`src/rtl/sdr_cmd_pkg.sv`:
```
package sdr_cmd_pkg;
    typedef enum logic [3:0] {
        CMD_INH  = 4'd0,
        CMD_NOP  = 4'd1,
        CMD_ACT  = 4'd2,
        CMD_RD   = 4'd3,
        CMD_WR   = 4'd4,
        CMD_BST  = 4'd5,
        CMD_PRE  = 4'd6,
        CMD_AREF = 4'd7,
        CMD_SREF = 4'd8,
        CMD_LMR  = 4'd9
    } cmd_e;
endpackage

```
`src/rtl/sdr_in_stage.sv`:
```
// Input path: optional one-clock capture register.
module sdr_in_stage #(
    parameter int           W       = 8,
    parameter logic [W-1:0] RST_VAL = '0
) (
    input  logic         clk,
    input  logic         rst_n,
    input  logic         reg_en,
    input  logic [W-1:0] d_in,
    output logic [W-1:0] d_out
);
    logic [W-1:0] cap_d, cap_q;

    always_comb begin
        cap_d = d_in;
    end

    always_ff @(posedge clk or negedge rst_n) begin
        if (!rst_n) cap_q <= RST_VAL;
        else        cap_q <= cap_d;
    end

    assign d_out = reg_en ? cap_q : d_in;
endmodule

```
`src/rtl/sdr_cmd_decode.sv`:
```
// Pin pattern to command code.
module sdr_cmd_decode
    import sdr_cmd_pkg::*;
(
    input  logic cs_n,
    input  logic ras_n,
    input  logic cas_n,
    input  logic we_n,
    input  logic cke,
    output cmd_e cmd
);
    always_comb begin
        if (cs_n) begin
            cmd = CMD_INH;
        end else begin
            case ({ras_n, cas_n, we_n})
                3'b111:  cmd = CMD_NOP;
                3'b011:  cmd = CMD_ACT;
                3'b101:  cmd = CMD_RD;
                3'b100:  cmd = CMD_WR;
                3'b110:  cmd = CMD_BST;
                3'b010:  cmd = CMD_PRE;
                3'b001:  cmd = cke ? CMD_AREF : CMD_SREF;
                default: cmd = CMD_LMR;
            endcase
        end
    end
endmodule

```
`src/rtl/sdr_bank_slot.sv`:
```
// One bank: open bit, row, activate-to-column and activate-to-precharge counters.
module sdr_bank_slot #(
    parameter int ROW_W = 12,
    parameter int T_RCD = 3,
    parameter int T_RAS = 6
) (
    input  logic             clk,
    input  logic             rst_n,
    input  logic             open_go,
    input  logic             close_go,
    input  logic [ROW_W-1:0] row_in,
    output logic             is_open,
    output logic [ROW_W-1:0] row,
    output logic             col_ready,
    output logic             pre_ready
);
    localparam int TMAX = (T_RCD > T_RAS) ? T_RCD : T_RAS;
    localparam int CW   = $clog2(TMAX + 1);

    typedef struct packed {
        logic             open;
        logic [ROW_W-1:0] row;
        logic [CW-1:0]    rcd;
        logic [CW-1:0]    ras;
    } slot_t;

    slot_t st_d, st_q;

    always_comb begin
        st_d = st_q;
        if (st_q.rcd != '0) st_d.rcd = st_q.rcd - CW'(1);
        if (st_q.ras != '0) st_d.ras = st_q.ras - CW'(1);
        if (open_go) begin
            st_d.open = 1'b1;
            st_d.row  = row_in;
            st_d.rcd  = CW'(T_RCD - 1);
            st_d.ras  = CW'(T_RAS - 1);
        end else if (close_go) begin
            st_d.open = 1'b0;
        end
    end

    always_ff @(posedge clk or negedge rst_n) begin
        if (!rst_n) st_q <= '0;
        else        st_q <= st_d;
    end

    assign is_open   = st_q.open;
    assign row       = st_q.row;
    assign col_ready = st_q.open && (st_q.rcd == '0);
    assign pre_ready = !st_q.open || (st_q.ras == '0);
endmodule

```
`src/rtl/sdr_cmd_tracker.sv`:
```
module sdr_cmd_tracker
    import sdr_cmd_pkg::*;
#(
    parameter int  ROW_W     = 12,
    parameter int  NUM_BANKS = 4,
    parameter int  AP_BIT    = 10,
    parameter int  T_RCD     = 3,
    parameter int  T_RAS     = 6,
    parameter int  T_MRD     = 2,
    localparam int BA_W      = $clog2(NUM_BANKS)
) (
    input  logic                       clk,
    input  logic                       rst_n,
    input  logic                       reg_en,
    input  logic                       cs_n,
    input  logic                       ras_n,
    input  logic                       cas_n,
    input  logic                       we_n,
    input  logic                       cke,
    input  logic [BA_W-1:0]            ba,
    input  logic [ROW_W-1:0]           addr,
    input  logic                       dqm,
    output logic [3:0]                 cmd,
    output logic                       cmd_ok,
    output logic [NUM_BANKS-1:0]       bank_open,
    output logic [NUM_BANKS*ROW_W-1:0] bank_row,
    output logic                       wr_mask,
    output logic                       rd_hiz
);
    localparam int IW = ROW_W + BA_W + 6;
    localparam int MW = $clog2(T_MRD + 1);
    localparam logic [IW-1:0] IDLE_VEC = {1'b1, 1'b0, 4'b1111, {(BA_W + ROW_W){1'b0}}};

    logic [IW-1:0]    raw_vec, stg_vec;
    logic             s_cke, s_dqm, s_cs_n, s_ras_n, s_cas_n, s_we_n;
    logic [BA_W-1:0]  s_ba;
    logic [ROW_W-1:0] s_addr;
    logic             s_a10;
    cmd_e             dec_cmd;

    assign raw_vec = {cke, dqm, cs_n, ras_n, cas_n, we_n, ba, addr};

    sdr_in_stage #(.W(IW), .RST_VAL(IDLE_VEC)) u_stage (
        .clk    (clk),
        .rst_n  (rst_n),
        .reg_en (reg_en),
        .d_in   (raw_vec),
        .d_out  (stg_vec)
    );

    assign {s_cke, s_dqm, s_cs_n, s_ras_n, s_cas_n, s_we_n, s_ba, s_addr} = stg_vec;
    assign s_a10 = s_addr[AP_BIT];

    sdr_cmd_decode u_dec (
        .cs_n  (s_cs_n),
        .ras_n (s_ras_n),
        .cas_n (s_cas_n),
        .we_n  (s_we_n),
        .cke   (s_cke),
        .cmd   (dec_cmd)
    );

    logic [NUM_BANKS-1:0] b_open, b_col_rdy, b_pre_rdy, open_go, close_go;
    logic [NUM_BANKS-1:0] sel, pre_tgt;
    logic [ROW_W-1:0]     b_row [NUM_BANKS];
    logic                 legal, is_col;

    typedef struct packed {
        logic [MW-1:0] mrd;
        logic          dq1;
        logic          dq2;
    } ctl_t;

    ctl_t ctl_d, ctl_q;

    always_comb begin
        sel         = '0;
        sel[s_ba]   = 1'b1;
        pre_tgt     = s_a10 ? {NUM_BANKS{1'b1}} : sel;
        is_col      = (dec_cmd == CMD_RD) || (dec_cmd == CMD_WR);
        case (dec_cmd)
            CMD_ACT:            legal = !b_open[s_ba] && (ctl_q.mrd == '0);
            CMD_RD, CMD_WR:     legal = b_col_rdy[s_ba];
            CMD_PRE:            legal = &(~pre_tgt | b_pre_rdy);
            CMD_AREF, CMD_SREF: legal = (b_open == '0) && (ctl_q.mrd == '0);
            CMD_LMR:            legal = (b_open == '0);
            default:            legal = 1'b1;
        endcase

        open_go  = (legal && dec_cmd == CMD_ACT) ? sel : '0;
        close_go = '0;
        if (legal && dec_cmd == CMD_PRE)  close_go = pre_tgt;
        if (legal && is_col && s_a10)     close_go = sel;

        ctl_d     = ctl_q;
        ctl_d.dq1 = s_dqm;
        ctl_d.dq2 = ctl_q.dq1;
        if (ctl_q.mrd != '0)               ctl_d.mrd = ctl_q.mrd - MW'(1);
        if (legal && dec_cmd == CMD_LMR)   ctl_d.mrd = MW'(T_MRD - 1);
    end

    always_ff @(posedge clk or negedge rst_n) begin
        if (!rst_n) ctl_q <= '0;
        else        ctl_q <= ctl_d;
    end

    for (genvar i = 0; i < NUM_BANKS; i++) begin : g_bank
        sdr_bank_slot #(.ROW_W(ROW_W), .T_RCD(T_RCD), .T_RAS(T_RAS)) u_slot (
            .clk       (clk),
            .rst_n     (rst_n),
            .open_go   (open_go[i]),
            .close_go  (close_go[i]),
            .row_in    (s_addr),
            .is_open   (b_open[i]),
            .row       (b_row[i]),
            .col_ready (b_col_rdy[i]),
            .pre_ready (b_pre_rdy[i])
        );
        assign bank_row[i*ROW_W +: ROW_W] = b_row[i];
    end

    assign cmd       = dec_cmd;
    assign cmd_ok    = legal;
    assign bank_open = b_open;
    assign wr_mask   = s_dqm;
    assign rd_hiz    = ctl_q.dq2;
endmodule

```
`config.mk`:
```
export PLATFORM = sky130hd
export DESIGN_NAME = sdr_cmd_tracker
export DESIGN_NICKNAME = d
export VERILOG_FILES = /design/src/rtl/sdr_cmd_pkg.sv /design/src/rtl/sdr_in_stage.sv /design/src/rtl/sdr_cmd_decode.sv /design/src/rtl/sdr_bank_slot.sv /design/src/rtl/sdr_cmd_tracker.sv
export SDC_FILE = /design/constraint.sdc
export NUM_CORES = 1
export LEC_CHECK = 0
export BUFFER_PORTS_ARGS = -buffer_cell sky130_fd_sc_hd__buf_2
export CELL_PAD_IN_SITES_DETAIL_PLACEMENT = 1
export CELL_PAD_IN_SITES_GLOBAL_PLACEMENT = 1
export CORE_MARGIN = 3
export CORE_UTILIZATION = 45
export CTS_CLUSTER_SIZE = 28
export DETAILED_ROUTE_END_ITERATION = 6
export GPL_TIMING_DRIVEN = 0
export HOLD_SLACK_MARGIN = 0.08
export PLACE_DENSITY_LB_ADDON = 0.1
export SYNTH_ARGS = -nofsm -noshare
export SYNTH_HDL_FRONTEND = slang
export SYNTH_SLANG_ARGS = --single-unit
```
`constraint.sdc`:
```
create_clock -name clk -period 4.3 [get_ports clk]
set_input_delay 1.075 -clock clk [delete_from_list [all_inputs] [get_ports clk]]
set_output_delay 1.075 -clock clk [all_outputs]
set_load 0.1 [all_outputs]
```
==> metrics.md <==
| Metric | Value |
|---|---|
| IR drop worst, VDD | `~310 uV` |
| Die Y | `113 um` |
| Total detailed-routing wirelength | `11800 um` |
| Max H-tree Level | `3` |
| Flop and latch count out of synthesis | `100` |
| Library cell with the highest instance count after synthesis | `sky130_fd_sc_hd__dfrtp_1` |
| Number of sinks driven by the clock tree | `100` |
| Top flip-flop cell by instance count after synthesis | `sky130_fd_sc_hd__dfrtp_1` |
| Final count of negative-setup-slack endpoints | `0` |
| Worst-path fanout max | `10` |
| Maximum number of pins on one net before global-route repair | `54` |
| Clock transition at path regs | `about 0.07 ns` |
| Boundary Pins | `82` |
| Unrepaired setup endpoints after global routing | `false` |
| Crit-path leading delay family | `buffers and inverters` |
| Top cells by area in the synthesized netlist | `sky130_fd_sc_hd__dfrtp_1 (47%), sky130_fd_sc_hd__mux2_2 (8.8%), sky130_fd_sc_hd__buf_4 (7.9%)` |
| Average wire per standard cell | `between 15 and 20 um` |
| Worst-path cell chain | `buf_4 > buf_6 > mux2_2 > inv_1 > o31ai_1 > a2111oi_4 > a21oi_1 > nand2_1 > buf_4` |
| Syn. warnings | `0` |
| Average footprint of a synthesized cell | `11.0 um^2` |
| Transition time at the pin with the least slew margin | `0.775 ns` |
| Hold Violations, Final | `0` |
| Flop-to-flop setup slack | `around 1.5 ns` |
| Buf/Inv on CP | `4` |
| Worst Setup Slack post-DPL | `-0.460 ns` |
| Reg-to-reg critical path startpoint | `u_stage.cap_q[12]$_DFF_PN0_` |
| Number of buffers added to fix hold violations after cts | `0` |
| Share of synthesized area occupied by flip-flops and latches | `0.491` |
| Syn Std Cell Area | `5110 um^2` |
| Insertion delay to the later sink of the worst-skew pair | `0.35 ns` |
| DR vias | `3619` |
| Post-layout minimum cycle time | `just over 4 ns` |
| Min setup slack post-route | `0.166 ns` |
| Residual antenna-violating net count after detailed routing | `0` |
| Drt pass-1 iters | `4` |
| HPWL after detailed placement | `8610 um` |
| Static power due to leakage | `0.00317 uW` |
| Critical R2R Capture | `g_bank[2].u_slot.row[9]$_DFFE_PN0P_` |
| First-iteration detailed-routing DRC count | `roughly 150` |
| Vias in the first global route | `3975` |
| Largest incremental delay on the critical path | `around 0.39 ns` |
| Count of unique library cells instantiated by Yosys | `56` |
| Initial cell density of the core | `0.465` |
| End point of the critical path | `cmd_ok` |
| Remaining max-slew budget at the tightest pin | `0.481` |
| Setup crit end kind | `primary output` |
| Type of element launching the critical path | `input pin` |
| Fin crit share | `0.961` |
| Count of placed standard cells including taps | `684` |
| Post-synth EDFFs | `0` |
| Post-layout instance count excluding filler cells | `701` |
| TritonCTS clock tree | `built` |
| Async SR Flop Fraction | `1.00` |
| Fraction of layout instances using a drive strength above 1 | `0.394` |
| Total stage count of the critical path | `9` |
| Via density | `5.16` |
| Count of antenna diodes in the layout | `0` |
| Cell at the slowest stage of the critical path | `sky130_fd_sc_hd__a2111oi_4` |
| Layout Nets | `596` |
| Design Power | `3130 uW` |
| DRC Markers | `0` |
| Highest Clock Rate | `around 240 MHz` |
| Total global routing overflow | `0` |
| Critical setup path kind | `input pin to primary output` |
| CTS buffer count | `9` |
| Worst hold-check path type | `register to register` |
| Global placement routability congestion | `0.857` |
| Post-synth top area cell | `sky130_fd_sc_hd__dfrtp_1` |
| Max Root-Sink Buffers | `2` |
| Total Routing Usage GR | `0.199` |
| First-pass GRT wire length | `20200 um` |
| # port buffers | `80` |
| Result of the run | `completed` |
| Library cell appearing most often on the critical path | `sky130_fd_sc_hd__buf_4` |
| Worst Skew | `0.0106 ns` |
| Root Driver | `sky130_fd_sc_hd__clkbuf_16` |
| Chip Width | `about 110 um` |
| Fraction of post-synthesis cell area in the top cell type by area | `0.465` |
| Worst endpoint data arrival time | `3.06 ns` |
| Overall die area | `around 13000 um^2` |
| Power density relative to cell area | `516 nW/um^2` |
| Cells after synthesis | `463` |
| Area growth syn-to-layout | `18.5%` |
| Number of antenna violations at the first check in global routing | `0` |
| Core footprint | `about 11000 um^2` |
| Final cell utilization of the core | `0.552` |
| Fill cells | `approximately 1200` |
| Start point of the critical path | `reg_en` |
| Ranking of synthesized cells by instance count | `sky130_fd_sc_hd__dfrtp_1 (95), sky130_fd_sc_hd__nor2_1 (66), sky130_fd_sc_hd__buf_4 (54)` |
| CP required | `3.22 ns` |
| Register-to-Register Path Depth | `6` |
| Number of nets in the synthesized netlist | `~500` |
| Core Rows | `38` |
| Number of max-cap violations | `0` |
| Number of max-slew violations in the final report | `0` |
-- worst min path at each step --
stage                     cells past startpoint               start               end
after detailed placement                      0  ctl_d[0]$_DFF_PN0_  rd_hiz$_DFF_PN0_
after CTS                                     0  ctl_d[0]$_DFF_PN0_  rd_hiz$_DFF_PN0_
after global routing                          0  ctl_d[0]$_DFF_PN0_  rd_hiz$_DFF_PN0_
after floorplan                               0  ctl_d[0]$_DFF_PN0_  rd_hiz$_DFF_PN0_
final                                         0  ctl_d[0]$_DFF_PN0_  rd_hiz$_DFF_PN0_
after global placement                        0  ctl_d[0]$_DFF_PN0_  rd_hiz$_DFF_PN0_
-- cells in the final DEF, fill, tap and decap left out, types with 4 or more instances in the layout --
cell type | Yosys | layout
sky130_fd_sc_hd__ha_1 | 17 | 17
sky130_fd_sc_hd__nand3_1 | 4 | 4
sky130_fd_sc_hd__xor2_1 | 5 | 5
sky130_fd_sc_hd__a211oi_1 | 9 | 8
sky130_fd_sc_hd__clkbuf_16 | 0 | 9
sky130_fd_sc_hd__mux2_1 | 11 | 11
sky130_fd_sc_hd__mux2_2 | 40 | 40
sky130_fd_sc_hd__nand2_1 | 23 | 23
sky130_fd_sc_hd__nand2b_1 | 10 | 10
sky130_fd_sc_hd__dfstp_2 | 5 | 5
sky130_fd_sc_hd__buf_4 | 54 | 59
sky130_fd_sc_hd__xnor2_1 | 4 | 4
sky130_fd_sc_hd__mux2i_1 | 6 | 6
sky130_fd_sc_hd__o21ai_0 | 6 | 6
sky130_fd_sc_hd__dfrtp_1 | 95 | 95
sky130_fd_sc_hd__inv_1 | 25 | 25
sky130_fd_sc_hd__a21oi_1 | 17 | 16
sky130_fd_sc_hd__o211ai_1 | 6 | 6
sky130_fd_sc_hd__buf_2 | 4 | 81
sky130_fd_sc_hd__nor2_1 | 66 | 65
-- per-stage QoR --
stage               setup TNS, ns  hold slack [ns]  cell area, um^2
finish                          0            0.380             6060
CTS                             0            0.385             6060
detailed placement          -1.32            0.363             5730
global route                    0            0.391             6060
floorplan                  -0.458            0.331             5130
global placement           -0.969            0.333             5700
-- metal layers --
| layer | track usage | vias up | part of all wire |
|---|---|---|---|
| li1 | - | 1710 | - |
| met1 | 0.254 | 1806 | 0.43 |
| met2 | 0.336 | 84 | 0.49 |
| met3 | 0.0539 | 19 | 0.052 |
| met4 | 0.0537 | 0 | 0.019 |
| met5 | 0 | - | 0 |
-- cell type report --
type / instances / area [um^2] / share of cell area
flip-flops and latches: 100 / 2510 / 0.414
multi-input cells: 271 / 2050 / 0.339
plain buffers: 67 / 484 / 0.0799
repair buffers: 82 / 445 / 0.0735
clock buffers: 10 / 229 / 0.0378
well taps: 140 / 175 / 0.0289
inverters: 25 / 93.8 / 0.0155
clock inverters: 6 / 71.3 / 0.0118
-- logic make-up (layout without fill, tap and decap cells) --
group / Yosys count / count (layout) / synth area share
and+or+nand+nor: 126 / 126 / 0.118
DFF: 100 / 100 / 0.491
buffers and inverters: 92 / 190 / 0.113
muxes: 62 / 62 / 0.143
AOI/OAI and AO/OA: 57 / 57 / 0.0788
adders and majority gates: 17 / 17 / 0.0416
xor gates and xnor gates: 9 / 9 / 0.0154
-- sequential cells by signal (all words and copies together) (netlist names) --
register	cells
ctl_d	1
ctl_q	2
g_bank.u_slot.is_open	4
g_bank.u_slot.row	48
g_bank.u_slot.st_q	24
rd_hiz	1
u_stage.cap_q	20
-- where the power goes --
part | switching [uW] | internal (uW)
clock network | 373 | 459
logic | 685 | 399
registers | 94.2 | 1120
-- timing repair --
item,4_1_cts,5_1_grt
resized for setup,6,0
setup endpoints to repair,4,0
buffers inserted,1,0
Note: power is estimated with default switching activity, not from simulation.
